## src/rtl/exec_pkg.sv

```systemverilog
package exec_pkg;
  typedef enum logic [1:0] {
    ALU_ADD = 2'd0,
    ALU_SUB = 2'd1,
    ALU_AND = 2'd2,
    ALU_XOR = 2'd3
  } aluOp_e;

  typedef struct packed {
    logic z;
    logic s;
    logic o;
  } flags_t;

  typedef struct packed {
    aluOp_e op;
    logic   loadFlags;
  } ctrl_t;

  localparam logic [3:0] COND_ALWAYS = 4'd0;
  localparam logic [3:0] COND_LE     = 4'd1;
  localparam logic [3:0] COND_LT     = 4'd2;
  localparam logic [3:0] COND_EQ     = 4'd3;
  localparam logic [3:0] COND_NE     = 4'd4;
  localparam logic [3:0] COND_GE     = 4'd5;
  localparam logic [3:0] COND_GT     = 4'd6;
endpackage

```

## src/rtl/exec_ctrl.sv

```systemverilog
module exec_ctrl
  import exec_pkg::*;
#(
  parameter logic [3:0] OP_ICODE = 4'h6
) (
  input  logic [3:0] iCode,
  input  logic [3:0] iFun,
  input  logic       setCc,
  output ctrl_t      ctrl
);
  always_comb begin
    ctrl.loadFlags = setCc;
    ctrl.op        = ALU_ADD;
    if (iCode == OP_ICODE) begin
      unique case (iFun)
        4'd1:    ctrl.op = ALU_SUB;
        4'd2:    ctrl.op = ALU_AND;
        4'd3:    ctrl.op = ALU_XOR;
        default: ctrl.op = ALU_ADD;
      endcase
    end
  end
endmodule

```

## src/rtl/exec_dp.sv

```systemverilog
module exec_dp
  import exec_pkg::*;
#(
  parameter int WIDTH = 32
) (
  input  logic             clk,
  input  logic             rst,
  input  ctrl_t            ctrl,
  input  logic [WIDTH-1:0] aluA,
  input  logic [WIDTH-1:0] aluB,
  output logic [WIDTH-1:0] valE,
  output flags_t           flags
);
  localparam int MSB = WIDTH - 1;

  logic [WIDTH-1:0] sumVal;
  logic [WIDTH-1:0] diffVal;
  logic             addOvf;
  logic             subOvf;
  flags_t           nextFlags;

  always_comb begin
    sumVal  = aluA + aluB;
    diffVal = aluB - aluA;
    addOvf  = (aluA[MSB] == aluB[MSB]) && (sumVal[MSB] != aluA[MSB]);
    subOvf  = (aluA[MSB] != aluB[MSB]) && (diffVal[MSB] != aluB[MSB]);
    unique case (ctrl.op)
      ALU_SUB: valE = diffVal;
      ALU_AND: valE = aluA & aluB;
      ALU_XOR: valE = aluA ^ aluB;
      default: valE = sumVal;
    endcase
  end

  always_comb begin
    nextFlags.z = (valE == '0);
    nextFlags.s = valE[MSB];
    unique case (ctrl.op)
      ALU_ADD: nextFlags.o = addOvf;
      ALU_SUB: nextFlags.o = subOvf;
      default: nextFlags.o = 1'b0;
    endcase
  end

  always_ff @(posedge clk) begin
    if (rst) begin
      flags <= '{z: 1'b1, s: 1'b0, o: 1'b0};
    end else if (ctrl.loadFlags) begin
      flags <= nextFlags;
    end
  end
endmodule

```

## src/rtl/exec_cond.sv

```systemverilog
module exec_cond
  import exec_pkg::*;
(
  input  flags_t     flags,
  input  logic [3:0] iFun,
  output logic       condOk
);
  logic lessThan;

  always_comb begin
    lessThan = flags.s ^ flags.o;
    unique case (iFun)
      COND_ALWAYS: condOk = 1'b1;
      COND_LE:     condOk = lessThan | flags.z;
      COND_LT:     condOk = lessThan;
      COND_EQ:     condOk = flags.z;
      COND_NE:     condOk = ~flags.z;
      COND_GE:     condOk = ~lessThan;
      COND_GT:     condOk = ~lessThan & ~flags.z;
      default:     condOk = 1'b0;
    endcase
  end
endmodule

```

## src/rtl/exec_unit.sv

```systemverilog
module exec_unit
  import exec_pkg::*;
#(
  parameter int         WIDTH    = 32,
  parameter logic [3:0] OP_ICODE = 4'h6
) (
  input  logic             clk,
  input  logic             rst,
  input  logic [3:0]       iCode,
  input  logic [3:0]       iFun,
  input  logic [WIDTH-1:0] aluA,
  input  logic [WIDTH-1:0] aluB,
  input  logic             setCc,
  output logic [WIDTH-1:0] valE,
  output logic             condOk,
  output logic             flagZ,
  output logic             flagS,
  output logic             flagO
);
  ctrl_t  ctrl;
  flags_t flags;

  exec_ctrl #(.OP_ICODE(OP_ICODE)) uCtrl (
    .iCode (iCode),
    .iFun  (iFun),
    .setCc (setCc),
    .ctrl  (ctrl)
  );

  exec_dp #(.WIDTH(WIDTH)) uDp (
    .clk   (clk),
    .rst   (rst),
    .ctrl  (ctrl),
    .aluA  (aluA),
    .aluB  (aluB),
    .valE  (valE),
    .flags (flags)
  );

  exec_cond uCond (
    .flags  (flags),
    .iFun   (iFun),
    .condOk (condOk)
  );

  assign flagZ = flags.z;
  assign flagS = flags.s;
  assign flagO = flags.o;
endmodule

```

## config.mk

```make
export PLATFORM = sky130hd
export DESIGN_NAME = exec_unit
export DESIGN_NICKNAME = d
export VERILOG_FILES = /design/src/rtl/exec_pkg.sv /design/src/rtl/exec_ctrl.sv /design/src/rtl/exec_dp.sv /design/src/rtl/exec_cond.sv /design/src/rtl/exec_unit.sv
export SDC_FILE = /design/constraint.sdc
export NUM_CORES = 1
export LEC_CHECK = 0
export CORE_MARGIN = 4
export CORE_UTILIZATION = 42
export CTS_BUF_LIST = sky130_fd_sc_hd__clkbuf_4
export CTS_CLUSTER_SIZE = 20
export DETAILED_ROUTE_END_ITERATION = 12
export HOLD_SLACK_MARGIN = 0.08
export PLACE_DENSITY_LB_ADDON = 0.1
export SETUP_SLACK_MARGIN = 0.05
export SLEW_MARGIN = 30
export SYNTH_ARGS = -nofsm -noshare
export SYNTH_HDL_FRONTEND = slang
export SYNTH_SLANG_ARGS = --single-unit
```

## constraint.sdc

```tcl
create_clock -name clk -period 7.71 [get_ports clk]
set_input_delay 1.542 -clock clk [delete_from_list [all_inputs] [get_ports clk]]
set_output_delay 1.542 -clock clk [all_outputs]
set_load 0.02 [all_outputs]
```

==> metrics.csv, run 1 <==
stage,metric,value,unit
timing,min_period,7.284,ns
floorplanning,ios,111,
power_and_ir_drop,share_comb_of_total_power,92.3,%
global_routing,grt_pass1_vias,6534,
final_layout,largest_register_ffs,3,
clocking,htree_levels,1,
final_layout,syn_to_final_growth,26.05,%
clocking,clock_path_buffers,2,
min_path,holdCritPathClass,reg -> reg,
synthesis,post-synth-top-area-cell,ha_1,
final_layout,stdcell_count,1028,
global_routing,grt-ovfl-total,0,
synthesis,yosysMostFrequentCell,a21oi_1,
placed_design,dp_cells,1024,
power_and_ir_drop,p_clk_share,4.9,%
synthesis,ys_ff_latch,3,
clocking,path_clk_slew,0.04,ns
detailed_routing,routed_wirelength,22.40,mm
synthesis,netlist_area,5042,um^2
synthesis,ys_async_sr_fraction,0,%
timing,slew-limit-headroom,49.22,%
clocking,tritoncts,yes,
detailed_routing,num_vias,6844,
synthesis,synth_cells,792,
synthesis,synth_edf_count,0,
worst_setup_path,critPathRequiredTime,6.17,ns
floorplanning,coreArea,11560,um^2
run,maxCapViolCount,0,
power_and_ir_drop,irDropWorstVdd,0.09706,mV
global_routing,antenna_found_initial,0,
timing,tns,0,ns
power_and_ir_drop,p_switching,356.2,uW
placed_design,io_buffers,110,
worst_setup_path,end_kind,output pin,
synthesis,ys_seq_area_share,1.191,%
final_layout,max_flop_register,uDp.flags,
synthesis,synth_cell_types,76,
detailed_routing,drt_iter0_drc,927,
floorplanning,rows,39,
final_layout,reg_top3,uDp.flags x3,
global_routing,grt_pass1_wl,34.97,mm
detailed_routing,routedWlPerCell,21.79,um
timing,slew_viol_final,0,
power_and_ir_drop,swShare,55.67,%
timing,final_hold_viol_count,0,
detailed_routing,vias_per_cell,6.658,
worst_setup_path,crit_fanout,4,
timing,min_period_over_period,94.48,%
global_routing,grt_use_total,30.34,%
synthesis,synth_common_cells,"85 x a21oi_1, 80 x nor2_1, 68 x inv_1, 64 x ha_1, 61 x nand2_1",
final_layout,antenna_cells,0,
synthesis,synthTopCellsByArea,"ha_1 16%, a21oi_1 8.4%, nor2_1 6.0%, o21ai_0 5.1%, inv_1 5.1%",
power_and_ir_drop,power.density,100.7,nW/um^2
placed_design,finalWeightedCongestion,1.027,
clocking,cts_setup_buffers,0,
synthesis,ys_warn_count,0,
clocking,insertion_delay,0.23,ns
placed_design,placed_cell_area,6326,um^2
timing,fin_worst_skew,0,ns
final_layout,drive_above_1_share,5.085,%
final_layout,final_nets,1027,
detailed_routing,antenna_left,0,
detailed_routing,drtPass1Iterations,6,
power_and_ir_drop,p_leak,0.002664,uW
floorplanning,fp.dieH,117.6,um
final_layout,design_area,6356,um^2
clocking,ctsResizeCount,0,
floorplanning,die_area,13820,um^2
placed_design,hpwl,17.97,mm
timing,tightest_slew,0.7609,ns
synthesis,syn_nets,933,
power_and_ir_drop,p_int,283.7,uW
worst_setup_path,arrival,5.74,ns
run_status,outcome,completed,
synthesis,synth_flop_cell,dfxtp_1,
floorplanning,die_w,117.6,um
clocking,clockRootBuffer,clkbuf_4,
timing,clock.fmax,137.3,MHz
synthesis,synth_area_per_cell,6.367,um^2
synthesis,synth_top_area_share,15.88,%
timing,rsz0062_at_grt,no,
clocking,hold_buffers,0,
worst_setup_path,start_kind,input pin,
clocking,cts_made_buffers,3,
clocking,cts.sinks,3,
detailed_routing,drc,0,
floorplanning,initial_core_util,43.60,%
global_routing,grt_start_max_net_pins,30,
worst_setup_path,critPathKind,in -> out,
power_and_ir_drop,p_seq_share,2.8,%
timing,setup_violations,0,
-- cell usage in the layout, fill, tap and decap left out, drive strengths merged, types with 6 or more instances in the layout --
cell | Yosys | layout
a21o | 13 | 13
nand3 | 18 | 18
nor4 | 14 | 14
nor3 | 22 | 22
o22ai | 13 | 13
nor2b | 15 | 15
a21oi | 86 | 86
nand2 | 61 | 61
a211oi | 14 | 14
a221oi | 7 | 7
o221ai | 7 | 7
nand4 | 13 | 13
a221o | 6 | 6
a22oi | 8 | 8
o21ai | 53 | 53
or4 | 7 | 7
or3 | 9 | 9
nor2 | 80 | 80
inv | 69 | 69
clkdlybuf4s50 | 0 | 110
o211ai | 10 | 10
o31ai | 13 | 13
xnor2 | 17 | 17
a31oi | 6 | 6
mux2i | 10 | 10
o21a | 10 | 10
nand2b | 11 | 11
buf | 7 | 25
ha | 64 | 64
-- metal layers --
| metal | vias up | global-route usage (%) | routed length, um |
|---|---|---|---|
| li1 | 3168 | - | - |
| met1 | 3145 | 41.80 | 9292 |
| met2 | 472 | 47.22 | 9568 |
| met3 | 59 | 6.679 | 2870 |
| met4 | 0 | 9.304 | 667 |
| met5 | - | 0 | 0 |
-- layout make-up --
class / instances / area, um^2
Fill cell: 1150 / 5209
Multi-Input combinational cell: 674 / 4539
Timing Repair Buffer: 135 / 1289
Inverter: 69 / 259.0
Tap cell: 143 / 178.9
Sequential cell: 3 / 60.06
Clock buffer: 4 / 30.03
-- power groups by stage --
stage	combinational (uW)	clock (uW)	sequential, uW
finish	591	31.1	18.2
global route	632	35.7	18.4
CTS	577	33.0	18.2
detailed placement	574	0	18.4
global placement	570	0	18.3
floorplan	355	0	19.9
-- through the flow --
stage	util [%]	total power [uW]	setup WS, ns	hold WS (ns)
after floorplan	-	374.5	1.878	0.6009
after global placement	54.70	587.9	0.6433	0.5154
after detailed placement	54.70	592.2	0.5934	0.5326
after CTS	54.96	628.6	0.5966	0.5443
after global routing	54.96	686.0	0.1937	0.5817
final	54.96	639.8	0.4256	0.5410
-- cell families after synthesis --
kind of cell,Yosys count,synth area share [%]
xor gates and xnor gates,20,3.474
DFF,3,1.191
buffers and inverters,115,8.784
adders and majority gates,66,16.68
and+or+nand+nor,271,26.60
AOI/OAI and AO/OA,303,40.40
muxes,14,2.878
-- worst max-delay path, cell delays in order --
cell and delay, ns:
clkdlybuf4s50_1 0.61, inv_1 0.08, ha_1 0.32, nor2b_1 0.20, o2111ai_1 0.19, a211oi_1 0.56, or4b_1 0.27, nand4_1 0.29
o31ai_1 0.64, o211ai_1 0.17, a22oi_1 0.23, clkdlybuf4s50_1 0.65
-- path summary, 6_finish.rpt --
check / from / depth (start not counted) / endpoint / slack (ns)
worst min register to register: uDp.flags[0] / 2 / uDp.flags[0] / 0.54
worst min-delay path: uDp.flags[0] / 2 / uDp.flags[0] / 0.54
worst max-delay path: aluA[1] / 12 / valE[31] / 0.43
worst max register to register: uDp.flags[2] / 2 / uDp.flags[2] / 7.04
No activity file was read; power rests on OpenSTA's default activity.
==> run 2: changes to the inputs <==
CORE_MARGIN = unset   (was 4)
==> metrics.csv, run 2 (synthesis gave the netlist of run 1 again) <==
stage,metric,value,unit
worst_setup_path,critPathRequiredTime,6.17,ns
floorplanning,ios,111,
worst_setup_path,start_kind,input pin,
timing,final_hold_viol_count,0,
placed_design,dp_slack,0.6223,ns
timing,setup_ws,0.5913,ns
final_layout,multi_input_area,4539,um^2
clocking,hold_buffers,0,
detailed_routing,antenna_left,0,
timing,tns,0,ns
final_layout,syn_to_final_growth,25.71,%
global_routing,grt_pass1_vias,6436,
min_path,worstHoldEndpoint,uDp.flags[0],
worst_setup_path,reg2reg_depth,2,
final_layout,drive_above_1_share,4.654,%
power_and_ir_drop,p_leak,0.002647,uW
clocking,path_clk_slew,0.03,ns
final_layout,final_cell_mix,"110 x clkdlybuf4s50_1, 85 x a21oi_1, 80 x nor2_1, 68 x inv_1, 64 x ha_1",
floorplanning,die_area,12450,um^2
timing,fin_worst_skew,0,ns
worst_setup_path,end_kind,output pin,
clocking,cts_made_buffers,3,
detailed_routing,drc,5,
timing,clock.fmax,140.5,MHz
detailed_routing,drt_iter0_drc,730,
floorplanning,coreArea,11560,um^2
power_and_ir_drop,share_comb_of_total_power,92.2,%
final_layout,final_nets,1023,
power_and_ir_drop,p_switching,351.3,uW
worst_setup_path,crit_fanout,15,
clocking,clockRootBuffer,clkbuf_4,
clocking,cts.sinks,3,
worst_setup_path,timing.critical_path.from,aluA[14],
final_layout,largest_register_ffs,3,
run_status,outcome,"complete, but fails checks",
global_routing,grt_start_max_net_pins,30,
worst_setup_path,critPathKind,in -> out,
detailed_routing,routedWlPerCell,21.35,um
timing,slew_viol_final,0,
timing,slew-limit-headroom,46.66,%
clocking,insertion_delay,0.23,ns
clocking,ctsResizeCount,0,
clocking,cts_setup_buffers,0,
power_and_ir_drop,irDropWorstVdd,0.1013,mV
clocking,htree_levels,1,
floorplanning,fp.dieH,111.6,um
placed_design,finalWeightedCongestion,0.9959,
timing,rsz0062_at_grt,no,
min_path,min_from,uDp.flags[0],
detailed_routing,drtPass1Iterations,9,
worst_setup_path,arrival,5.58,ns
placed_design,hpwl,17.20,mm
detailed_routing,num_vias,6806,
placed_design,io_buffers,110,
final_layout,seq_area,60.06,um^2
min_path,holdCritPathClass,reg -> reg,
worst_setup_path,r2r_end,uDp.flags[2],
placed_design,dp_cells,1020,
detailed_routing,routed_wirelength,21.86,mm
power_and_ir_drop,p_clk_share,5.0,%
min_path,worstHoldPathCells,2,
detailed_routing,vias_per_cell,6.646,
run_status,violations,design-rule violations,
floorplanning,initial_core_util,43.60,%
floorplanning,die_w,111.6,um
final_layout,antenna_cells,0,
floorplanning,rows,39,
run,maxCapViolCount,0,
final_layout,fill_cells,1166,
power_and_ir_drop,swShare,55.41,%
clocking,tritoncts,yes,
timing,setup_violations,0,
timing,tightest_slew,0.7934,ns
final_layout,stdcell_count,1024,
timing,min_period_over_period,92.33,%
clocking,clock_path_buffers,2,
worst_setup_path,reg2reg_from,uDp.flags[2],
power_and_ir_drop,p_seq_share,2.9,%
global_routing,grt_pass1_wl,34.21,mm
global_routing,grt-ovfl-total,0,
timing,min_period,7.119,ns
worst_setup_path,r2r_setup_slack,7.04,ns
power_and_ir_drop,p_int,282.7,uW
global_routing,antenna_found_initial,0,
final_layout,reg_top3,uDp.flags x3,
global_routing,grt_use_total,34.12,%
final_layout,final_common_cell,clkdlybuf4s50_1,
final_layout,max_flop_register,uDp.flags,
power_and_ir_drop,power.density,100.0,nW/um^2
run 2: changes by cell type in the layout (fill, tap and decap cells not counted):
cell,before,now
buf_12,0,1
buf_4,25,20
run 2: layout make-up:
type                    instances  share of cell area (%)
repair buffers                131                   20.06
well taps                     143                   2.823
clock buffers                   4                  0.4737
flip-flops and latches          3                  0.9475
multi-input cells             674                   71.61
inverters                      69                   4.086
run 2: per-stage QoR:
stage | utilization [%] | power (uW) | hold WS (ns) | instance area [um^2]
floorplan | - | 374.5 | 0.6009 | 5042
global placement | 54.55 | 583.0 | 0.5321 | 6309
detailed placement | 54.55 | 587.0 | 0.5486 | 6309
CTS | 54.81 | 622.8 | 0.5567 | 6339
global route | 54.81 | 677.9 | 0.6189 | 6339
finish | 54.81 | 634.0 | 0.5533 | 6339
run 2: critical path, cell delays in order:
cell and delay (ns):
clkdlybuf4s50_1 0.48, inv_1 0.05, ha_1 0.47, or4_4 0.58, or4_1 0.48, a21o_1 0.23
nand4b_1 0.19, o21ai_1 0.14, and3_1 0.23, a2111oi_0 0.51, nor2_1 0.10, clkdlybuf4s50_1 0.57
run 2: metal layers:
metal	up-vias	GRT usage [%]	part of all wire, %
met5	-	0	0
met4	0	9.189	2.5
met3	50	4.355	11
met2	432	55.00	44
met1	3176	47.60	42
li1	3148	-	-
run 2: worst max-delay path by stage:
stage,to,slack (ns),cells past startpoint
floorplan,valE[28],1.88,11
global placement,valE[26],0.60,13
detailed placement,valE[28],0.62,12
CTS,valE[28],0.60,12
global route,valE[31],0.40,12
finish,valE[28],0.59,12
run 2: power groups by stage:
stage | Combinational (uW) | Clock (uW) | Sequential (uW)
6_report | 584 | 31.4 | 18.3
5_1_grt | 627 | 32.9 | 18.5
4_1_cts | 572 | 32.4 | 18.3
3_5_place_dp | 569 | 0 | 18.5
3_3_place_gp | 565 | 0 | 18.4
2_1_floorplan | 355 | 0 | 19.9
==> run 3: changes to the inputs <==
CORE_MARGIN = 4   (was unset)
==> results of run 3 <==
The final DEF is identical to that of run 1; final timing and power are the same.
